[src/rtl/rtc_pkg.sv]
// Shared types and BCD helpers for the calendar clock.
// Assumes all time fields hold valid packed BCD.
package rtc_pkg;

    typedef struct packed {
        logic [7:0] year;
        logic [7:0] month;
        logic [7:0] date;
        logic [7:0] dow;
        logic [7:0] hour;
        logic [7:0] min;
        logic [7:0] sec;
    } rtc_time_t;

    localparam rtc_time_t RTC_RESET_TIME = '{year: 8'h00, month: 8'h01, date: 8'h01,
                                             dow: 8'h01, hour: 8'h00, min: 8'h00,
                                             sec: 8'h00};

    // Increment a two-digit BCD value (caller handles the field's wrap).
    function automatic logic [7:0] bcd_inc(input logic [7:0] v);
        if (v[3:0] == 4'd9) return {v[7:4] + 4'd1, 4'd0};
        else                return {v[7:4], v[3:0] + 4'd1};
    endfunction

    // Leap test on a BCD year: tens*10 + ones is a multiple of 4 when (tens*2 + ones) is.
    function automatic logic bcd_leap(input logic [7:0] y);
        logic [7:0] s;
        s = {3'b000, y[7:4], 1'b0} + {4'b0000, y[3:0]};
        return (s[1:0] == 2'b00);
    endfunction

    // Last date of a BCD month.
    function automatic logic [7:0] month_last(input logic [7:0] m, input logic leap);
        case (m)
            8'h02:                      return leap ? 8'h29 : 8'h28;
            8'h04, 8'h06, 8'h09, 8'h11: return 8'h30;
            default:                    return 8'h31;
        endcase
    endfunction

endpackage

[src/rtl/rtc_prescaler.sv]
// Modulo-DIV enable divider. Counts tick pulses while not held and pulses
// adv in the cycle its count reaches DIV-1. restart forces the count to zero.
// Assumes DIV >= 2.
module rtc_prescaler #(
    parameter int DIV = 32768
) (
    input  logic clk,
    input  logic rst_n,
    input  logic tick,
    input  logic hold,
    input  logic restart,
    output logic adv
);
    localparam int CW = (DIV > 1) ? $clog2(DIV) : 1;
    localparam logic [CW-1:0] LAST = CW'(DIV - 1);

    logic [CW-1:0] cnt;

    // Advance pulse: last count reached on a counted tick.
    assign adv = tick && !hold && !restart && (cnt == LAST);

    // Count register: restart, wrap, or step on each counted tick.
    always_ff @(posedge clk) begin
        if (!rst_n || restart)   cnt <= '0;
        else if (tick && !hold)  cnt <= (cnt == LAST) ? '0 : cnt + 1'b1;
    end

    a_r3_cnt_range: assert property (@(posedge clk) disable iff (!rst_n)
        cnt <= LAST);

endmodule

[src/rtl/rtc_calendar.sv]
// BCD time/date counter chain. On adv it steps one second with all carries,
// month lengths and leap years. On load it takes load_val in one step; load wins over adv.
// Assumes load_val holds valid BCD fields.
module rtc_calendar
    import rtc_pkg::*;
(
    input  logic      clk,
    input  logic      rst_n,
    input  logic      adv,
    input  logic      load,
    input  rtc_time_t load_val,
    output rtc_time_t now
);
    rtc_time_t  nxt;
    logic [7:0] last_date;

    assign last_date = month_last(now.month, bcd_leap(now.year));

    // Next-second value with cascaded carries.
    always_comb begin
        nxt = now;
        if (now.sec != 8'h59) nxt.sec = bcd_inc(now.sec);
        else begin
            nxt.sec = 8'h00;
            if (now.min != 8'h59) nxt.min = bcd_inc(now.min);
            else begin
                nxt.min = 8'h00;
                if (now.hour != 8'h23) nxt.hour = bcd_inc(now.hour);
                else begin
                    nxt.hour = 8'h00;
                    nxt.dow  = (now.dow >= 8'h07) ? 8'h01 : now.dow + 8'h01;
                    if (now.date != last_date) nxt.date = bcd_inc(now.date);
                    else begin
                        nxt.date = 8'h01;
                        if (now.month != 8'h12) nxt.month = bcd_inc(now.month);
                        else begin
                            nxt.month = 8'h01;
                            nxt.year  = (now.year == 8'h99) ? 8'h00 : bcd_inc(now.year);
                        end
                    end
                end
            end
        end
    end

    // Counter state: reset, load, or advance.
    always_ff @(posedge clk) begin
        if (!rst_n)    now <= RTC_RESET_TIME;
        else if (load) now <= load_val;
        else if (adv)  now <= nxt;
    end

    a_r9_load_takes_value: assert property (@(posedge clk) disable iff (!rst_n)
        load |=> (now == $past(load_val)));
    a_r3_sec_wrap: assert property (@(posedge clk) disable iff (!rst_n)
        (adv && !load && now.sec == 8'h59) |=> (now.sec == 8'h00));
    a_r3_idle_stable: assert property (@(posedge clk) disable iff (!rst_n)
        (!adv && !load) |=> $stable(now));

endmodule

[src/rtl/rtc_snapshot.sv]
// Software-visible copy of the time. It takes bus field writes while the set
// bit is on, and copies all of live at once on a routine or release refresh when neither
// freeze nor set is on. A pending release hold blocks routine refreshes.
module rtc_snapshot
    import rtc_pkg::*;
(
    input  logic       clk,
    input  logic       rst_n,
    input  rtc_time_t  live,
    input  logic       xfer,
    input  logic       rel_fire,
    input  logic       read_hold,
    input  logic       write_hold,
    input  logic       hold_rel,
    input  logic       fld_we,
    input  logic [2:0] fld_idx,
    input  logic [7:0] fld_data,
    output rtc_time_t  snap
);
    logic refresh;

    // A refresh is allowed only when neither freeze nor set holds the bank.
    assign refresh = !write_hold && !read_hold && (rel_fire || (xfer && !hold_rel));

    // Bank register: staged field writes or whole-bank refresh.
    always_ff @(posedge clk) begin
        if (!rst_n) snap <= RTC_RESET_TIME;
        else if (write_hold && fld_we) begin
            case (fld_idx)
                3'd1:    snap.sec   <= {1'b0, fld_data[6:0]};
                3'd2:    snap.min   <= fld_data;
                3'd3:    snap.hour  <= fld_data;
                3'd4:    snap.dow   <= fld_data;
                3'd5:    snap.date  <= fld_data;
                3'd6:    snap.month <= fld_data;
                3'd7:    snap.year  <= fld_data;
                default: ;
            endcase
        end
        else if (refresh) snap <= live;
    end

    a_r6_freeze_holds_bank: assert property (@(posedge clk) disable iff (!rst_n)
        (read_hold && !write_hold) |=> $stable(snap));

endmodule

[src/rtl/rtc_freeze_clock.sv]
// Top of the calendar clock: byte-bus decode of the eight-byte window, control
// bits (set, freeze), stop flag, release-hold tracking and registered read data.
// Assumes tick is a one-cycle enable at 32,768 Hz and DIV pulses make one second.
module rtc_freeze_clock
    import rtc_pkg::*;
#(
    parameter int ADDR_W = 17,
    parameter int DIV    = 32768
) (
    input  logic              clk,
    input  logic              rst_n,
    input  logic              tick,
    input  logic [ADDR_W-1:0] addr,
    input  logic [7:0]        wdata,
    input  logic              ce,
    input  logic              we,
    input  logic              oe,
    output logic [7:0]        rdata
);
    localparam int OFF_W = 3;

    logic             in_win, wr, rd, ctrl_wr, time_wr, load, clear_ev;
    logic [OFF_W-1:0] off;
    logic             set_q, frz_q, stop_q, hold_rel, xfer_q;
    logic             adv, rel_fire;
    rtc_time_t        live, snap;

    assign in_win   = &addr[ADDR_W-1:OFF_W];
    assign off      = addr[OFF_W-1:0];
    assign wr       = ce && we && in_win;
    assign rd       = ce && oe && !we && in_win;
    assign ctrl_wr  = wr && (off == 3'd0);
    assign time_wr  = wr && (off != 3'd0);
    assign load     = ctrl_wr && set_q && !wdata[7];
    assign clear_ev = ctrl_wr && frz_q && !wdata[6];

    rtc_prescaler #(.DIV(DIV)) u_sec_div (
        .clk(clk), .rst_n(rst_n), .tick(tick), .hold(stop_q),
        .restart(load), .adv(adv));

    rtc_prescaler #(.DIV(DIV)) u_rel_div (
        .clk(clk), .rst_n(rst_n), .tick(tick), .hold(!hold_rel),
        .restart(clear_ev), .adv(rel_fire));

    rtc_calendar u_cal (
        .clk(clk), .rst_n(rst_n), .adv(adv), .load(load),
        .load_val(snap), .now(live));

    rtc_snapshot u_bank (
        .clk(clk), .rst_n(rst_n), .live(live), .xfer(xfer_q),
        .rel_fire(rel_fire), .read_hold(frz_q), .write_hold(set_q),
        .hold_rel(hold_rel), .fld_we(time_wr), .fld_idx(off),
        .fld_data(wdata), .snap(snap));

    // Control bits, stop flag, release hold and refresh strobe.
    always_ff @(posedge clk) begin
        if (!rst_n) begin
            set_q    <= 1'b0;
            frz_q    <= 1'b0;
            stop_q   <= 1'b0;
            hold_rel <= 1'b0;
            xfer_q   <= 1'b0;
        end else begin
            xfer_q <= adv;
            if (ctrl_wr) begin
                set_q <= wdata[7];
                frz_q <= wdata[6];
            end
            if (wr && off == 3'd1) stop_q <= wdata[7];
            if (clear_ev)          hold_rel <= 1'b1;
            else if (rel_fire)     hold_rel <= 1'b0;
        end
    end

    // Registered read mux; zero when no read is addressed.
    always_ff @(posedge clk) begin
        if (!rst_n || !rd) rdata <= 8'h00;
        else begin
            case (off)
                3'd0:    rdata <= {set_q, frz_q, 6'b0};
                3'd1:    rdata <= {stop_q, snap.sec[6:0]};
                3'd2:    rdata <= snap.min;
                3'd3:    rdata <= snap.hour;
                3'd4:    rdata <= snap.dow;
                3'd5:    rdata <= snap.date;
                3'd6:    rdata <= snap.month;
                default: rdata <= snap.year;
            endcase
        end
    end

    a_r1_rdata_idle: assert property (@(posedge clk) disable iff (!rst_n)
        !(ce && oe && !we) |=> (rdata == 8'h00));
    a_r5_refresh_copies: assert property (@(posedge clk) disable iff (!rst_n)
        (xfer_q && !frz_q && !set_q && !hold_rel) |=> (snap == $past(live)));
    a_r8_release_holds: assert property (@(posedge clk) disable iff (!rst_n)
        (hold_rel && !rel_fire && !set_q) |=> $stable(snap));
    a_r11_stop_freezes: assert property (@(posedge clk) disable iff (!rst_n)
        (stop_q && !load) |=> $stable(live));

endmodule

[config.mk]
export PLATFORM = sky130hd
export DESIGN_NAME = rtc_freeze_clock
export DESIGN_NICKNAME = d
export VERILOG_FILES = /design/src/rtl/rtc_pkg.sv /design/src/rtl/rtc_prescaler.sv /design/src/rtl/rtc_calendar.sv /design/src/rtl/rtc_snapshot.sv /design/src/rtl/rtc_freeze_clock.sv
export SDC_FILE = /design/constraint.sdc
export NUM_CORES = 1
export LEC_CHECK = 0
export BUFFER_PORTS_ARGS = -buffer_cell sky130_fd_sc_hd__buf_2
export CORE_ASPECT_RATIO = 1.2
export CORE_MARGIN = 2
export CORE_UTILIZATION = 40
export DETAILED_ROUTE_END_ITERATION = 7
export GPL_TIMING_DRIVEN = 0
export SLEW_MARGIN = 10
export SYNTH_ARGS = -nofsm -noshare
export SYNTH_HDL_FRONTEND = slang
export SYNTH_SLANG_ARGS = --single-unit
export TNS_END_PERCENT = 10
[constraint.sdc]
create_clock -name clk -period 4.7 [get_ports clk]
set_input_delay 0 -clock clk [delete_from_list [all_inputs] [get_ports clk]]
set_output_delay 0 -clock clk [all_outputs]
set_load 0.01 [all_outputs]
Yosys cells after proc, flatten, opt, wreduce, memory -nomap -nowiden
Index checks and enable logic that the tools add are counted.

Register bits: 155. Memories: 0. Latch bits: 0. Output and inout bits: 8. Bits in writable memories: 0. Bits in read-only memories: 0.

Add/sub/neg operators: 16. Shift operators: 0. Multiply operators: 0. Eq/ne operators: 43. Bitwise operators: 0. $lt $le $gt $ge: 1. Reduce and logical (&&, ||, !) cells: 64. Multiplexer cells: 36. Divide/modulo/power cells: 0.

Operators with widths (count): 56-bit two-way mux (4); 8-bit two-way mux (21); 8-bit one-hot mux with 7 select lines (1); 4-bit by 1-bit adder with 4-bit output (second input constant) (12); 48-bit two-way mux (1); 40-bit two-way mux (1); 32-bit two-way mux (1); 15-bit by 1-bit adder with 15-bit output (second input constant) (2); 15-bit equality test (second input constant) (2); 15-bit two-way mux (2); 4-bit equality test (second input constant) (6); 2-bit != test (second input constant) (12); 1-bit logical AND (22); 2-bit AND reduction (9); 8-bit by 3-bit equality test with 1-bit output (second input constant) (2); 16-bit two-way mux (1); 8-bit by 7-bit != test with 1-bit output (second input constant) (2); 8-bit one-hot mux with 2 select lines (1); 3-bit != test (second input constant) (5); 14-bit AND reduction (1); 3-bit equality test (second input constant) (4); 6-bit AND reduction (2); 1-bit zero test (11); 5-bit AND reduction (2); 22 further kinds (33).

Longest topological paths before layout
Word-level depth: 12. Gate-level depth with buffers: 11. Depth with buffers taken out: 9.

Modules after synthesis
Synthesis repeated with hierarchy kept, for this count alone.

Cells, all modules: 1065. Area total of the unflattened synthesis: 9135.0 um^2.

Modules (own cells, without submodules): rtc_calendar (seq. area each 1121.1 um^2, instances 1, cells an instance 483, area an instance 3907.5 um^2); rtc_snapshot (seq. area each 1121.1 um^2, instances 1, cells an instance 290, area an instance 2691.3 um^2); rtc_prescaler (seq. area each 300.3 um^2, instances 2, cells an instance 84, area an instance 744.5 um^2); rtc_freeze_clock (seq. area each 260.2 um^2, instances 1, cells an instance 124, area an instance 1047.3 um^2).

Worst setup path before layout
Ideal clock, no wire load.

Path type: register to register. From: reg u_cal.now[44] (netlist bit). To: reg u_cal.now[50] (netlist bit). Cell stages (with the launch flop): 10. Data required time: 4.626 ns. Buffers on the path: 1. Arrival: 2.618 ns. Clock period less this slack: 2.692 ns. Slack: 2.008 ns. Cell sequence: dfxtp_1 ha_1 or3b_1 or4_1 a31oi_1 o211ai_1 or3_1 clkbuf_1 or4_1 a31oi_1.

Cells in the longest elaborated chain, start to end: 6. Elaborated cells between the ends (all ways): 12. Classes of those cells: eq/ne (9); mux (1); reduce/logical (2).

Ends and longest elaborated chain: from (decl) (RTL line rtc_calendar.sv:12) `output rtc_time_t now`; from (signal assigned) (RTL line rtc_calendar.sv:49) `else if (load) now <= load_val;`; from (signal assigned) (RTL line rtc_calendar.sv:50) `else if (adv) now <= nxt;`; 8-bit by 3-bit equality test with 1-bit output (tied with other cells) (RTL line rtc_pkg.sv:34) `case (m)`; 4-bit OR reduction (RTL line rtc_pkg.sv:34); 8-bit one-hot mux with 2 select lines (RTL line rtc_pkg.sv:34); 8-bit != test (RTL line rtc_calendar.sv:32) `if (now.date != last_date) nxt.date = bcd_inc(now.date);`; 2-bit != test (no line); 6-bit AND reduction (no line) *.

Mark *: on every way between the ends. The rest lies on a longest branch, timed or not. A chain may end at the register's enable or synchronous reset.

Final worst setup path
From: reg u_cal.now[8] (netlist bit). To: reg u_cal.now[47] (netlist bit).

Cells in the longest elaborated chain, start to end: 3.

Ends and longest elaborated chain: 8-bit by 7-bit != test with 1-bit output (RTL line rtc_calendar.sv:25) `if (now.min != 8'h59) nxt.min = bcd_inc(now.min);`; 2-bit != test (no line); 6-bit AND reduction (no line).

Every way passes these cells.

==> results.ini <==
[finish]
stdcell_area_um2 = 9330
diodes = 0
stdcell_count = 1382
seqCellArea_um2 = 3100
drive_gt1_frac = 0.0770
layout_commonest_cell = nor2_1
nets = 1160
fill_cells = 2036
area_growth_syn_to_layout_pct = 13.5
multiInputGateArea_um2 = 4720
layout_common_cells = 156 x nor2_1, 155 x dfxtp_1, 93 x a21oi_1

[synthesis]
async_flop_share = 0
netlist_area_um2 = 8220
avgSynthCellArea_um2 = 7.84
synth.ff_latch_count = 155
synth_seq_area_share = 0.378
syn_inst = 1049
yosys_warnings = 0
synth_edf_count = 0
synth-main-ff-cell = dfxtp_1
synth_nets = 1105
ys_types = 59

[clock_network]
cts_made_buffers = 17
cts-resized-gates = 0
h-tree-depth = 4
clkSinkCount = 155
cts_max_path_buffers = 2
path_clk_slew_ns = 0.06
clock_latency_ns = 0.44
cts_tree = done
cts-root-buf = clkbuf_16
post_cts_buffers = 0
postCtsHoldBufs = 2

[timing]
fmax_ghz = 0.270
layout_setup_ws_ns = 0.994
slew_headroom = 0.203
fin_crit_ns = 3.71
holdWs_ns = 0.0800
rsz0062_at_grt = no
fin_crit_sh = 0.788
finalSetupViolCount = 0
finalSetupTns_ns = 0
tightest_slew_ns = 1.19
hold_viol_final = 0
clock_skew_ns = 0.00930
maxSlewViolCount = 0

[global_route]
grt_pass1_vias = 7586
grt_pass1_wl_um = 44900
antenna_found_initial = 1
grt_use_total = 0.273
grt-ovfl-total = 0
grt_max_degree = 17

[route]
drc = 0
vias_per_cell = 5.92
wire_per_inst_um = 21.1
firstDrtPassIters = 5
vias = 8177
ant_nets = 0
initialDrtViolationCount = 842
wl_um = 29100

[placed_design]
io_buffers = 34
dp_slack_ns = 1.12
place.gp.congestion = 1.01
place_area_um2 = 8720
dp.cells = 1348
dp_hpwl_um = 21100

[setup_path]
critPathKind = reg -> reg
r2r.worst_path.cells = 9
end_kind = register
required_ns = 5.07
startpoint_type = register
crit_arrival_ns = 4.07
crit_fanout = 9

[worst_hold_path]
hold_class = in -> reg
min_path_cells = 4

[power]
p_leak_nw = 3.18
power_density_nw_per_um2 = 299
ir_drop_mv = 0.250

[floorplan]
num_io_pins = 39
core_area_um2 = 20200
dieArea_um2 = 21700
die_x_um = 135
start_util = 0.407
rows = 57
fp.dieH_um = 161

[outcome]
status = completed

[run]
maxCapViolations = 0

-- registers in the layout, summed over array words and instances, names as in the netlist --
signal         cells
u_rel_div.cnt     15
stop_q             1
set_q              1
u_cal.now         56
u_sec_div.cnt     15
hold_rel           1
xfer_q             1
u_bank.snap       56
rdata              8
frz_q              1
-- stage by stage --
stage          power (mW)   util
2_1_floorplan        1.39      -
3_3_place_gp         1.44  0.432
3_5_place_dp         1.44  0.432
4_1_cts              2.80  0.462
5_1_grt              2.85  0.462
6_report             2.79  0.462
-- worst paths after layout --
path | start | to | slack (ns)
max reg2reg | u_cal.now[8]$_SDFFE_PN0P_ | u_cal.now[47]$_SDFFE_PN0P_ | 0.99
min reg2reg | u_sec_div.cnt[13]$_SDFFE_PP0P_ | u_sec_div.cnt[13]$_SDFFE_PP0P_ | 0.47
max | u_cal.now[8]$_SDFFE_PN0P_ | u_cal.now[47]$_SDFFE_PN0P_ | 0.99
min | we | stop_q$_SDFFE_PN0P_ | 0.08
-- cell usage after synthesis (6+ instances only) --
library cell  number  area [um^2]
o22ai_1            9         56.3
nand3_1           44          220
nand4_1           17          106
nor3_1            25          125
a21oi_1           93          465
mux2i_1           12          120
nor4_1            12         75.1
xnor2_1           18          158
ha_1              25          313
nand2_1           58          218
or3_1              6         37.5
a22oi_1            7         52.6
a31oi_1           15         93.8
inv_1             42          158
and3_1             9         56.3
xor2_1            13          114
and2_1             8         50.1
a221oi_1          11         96.3
clkbuf_1          58          218
a211oi_1          79          593
nor2b_1            9         56.3
nand2b_1          11         68.8
dfxtp_1          155         3100
o211ai_1           7         52.6
mux2_2             7         78.8
nor2_1           156          586
o21ai_0           68          340
-- layout make-up --
type                            instances  area share
Clock buffer                           19      0.0486
Tap cell                              265      0.0356
Clock inverter                         13      0.0142
Multi-Input combinational cell        788       0.506
Sequential cell                       155       0.333
Inverter                               43      0.0173
Timing Repair Buffer                   36      0.0204
Buffer                                 63      0.0255
-- layer usage --
metal | routed length (um) | share of wire | GRT usage
met1 | 12200 | 0.42 | 0.352
met2 | 13600 | 0.47 | 0.442
met3 | 2010 | 0.069 | 0.0505
met4 | 1280 | 0.044 | 0.127
met5 | 0 | 0 | 0
-- power breakdown --
group          internal (mW)  total (mW)  switching, mW
combinational         0.0268      0.0943         0.0675
sequential              1.31        1.32        0.00121
clock                  0.769        1.38          0.610
-- kinds of logic after synthesis --
kind of cell	Yosys count	synth area share
adders and majority gates	25	0.0381
and+or+nand+nor	391	0.231
muxes	19	0.0242
xor gates and xnor gates	31	0.0330
DFF	155	0.378
buffers and inverters	106	0.0486
AOI/OAI and AO/OA	322	0.248
-- worst max-delay path: stages (launching register included) --
cell and delay [ns]:
dfxtp_1 0.43, ha_1 0.20, and3b_1 0.16, clkbuf_1 0.39, nand4b_1 0.17, nor4_2 0.87
nand2_1 0.53, o31ai_2 0.59, o21ai_0 0.14, a21oi_1 0.15
Power figures use the tool's default switching activity.
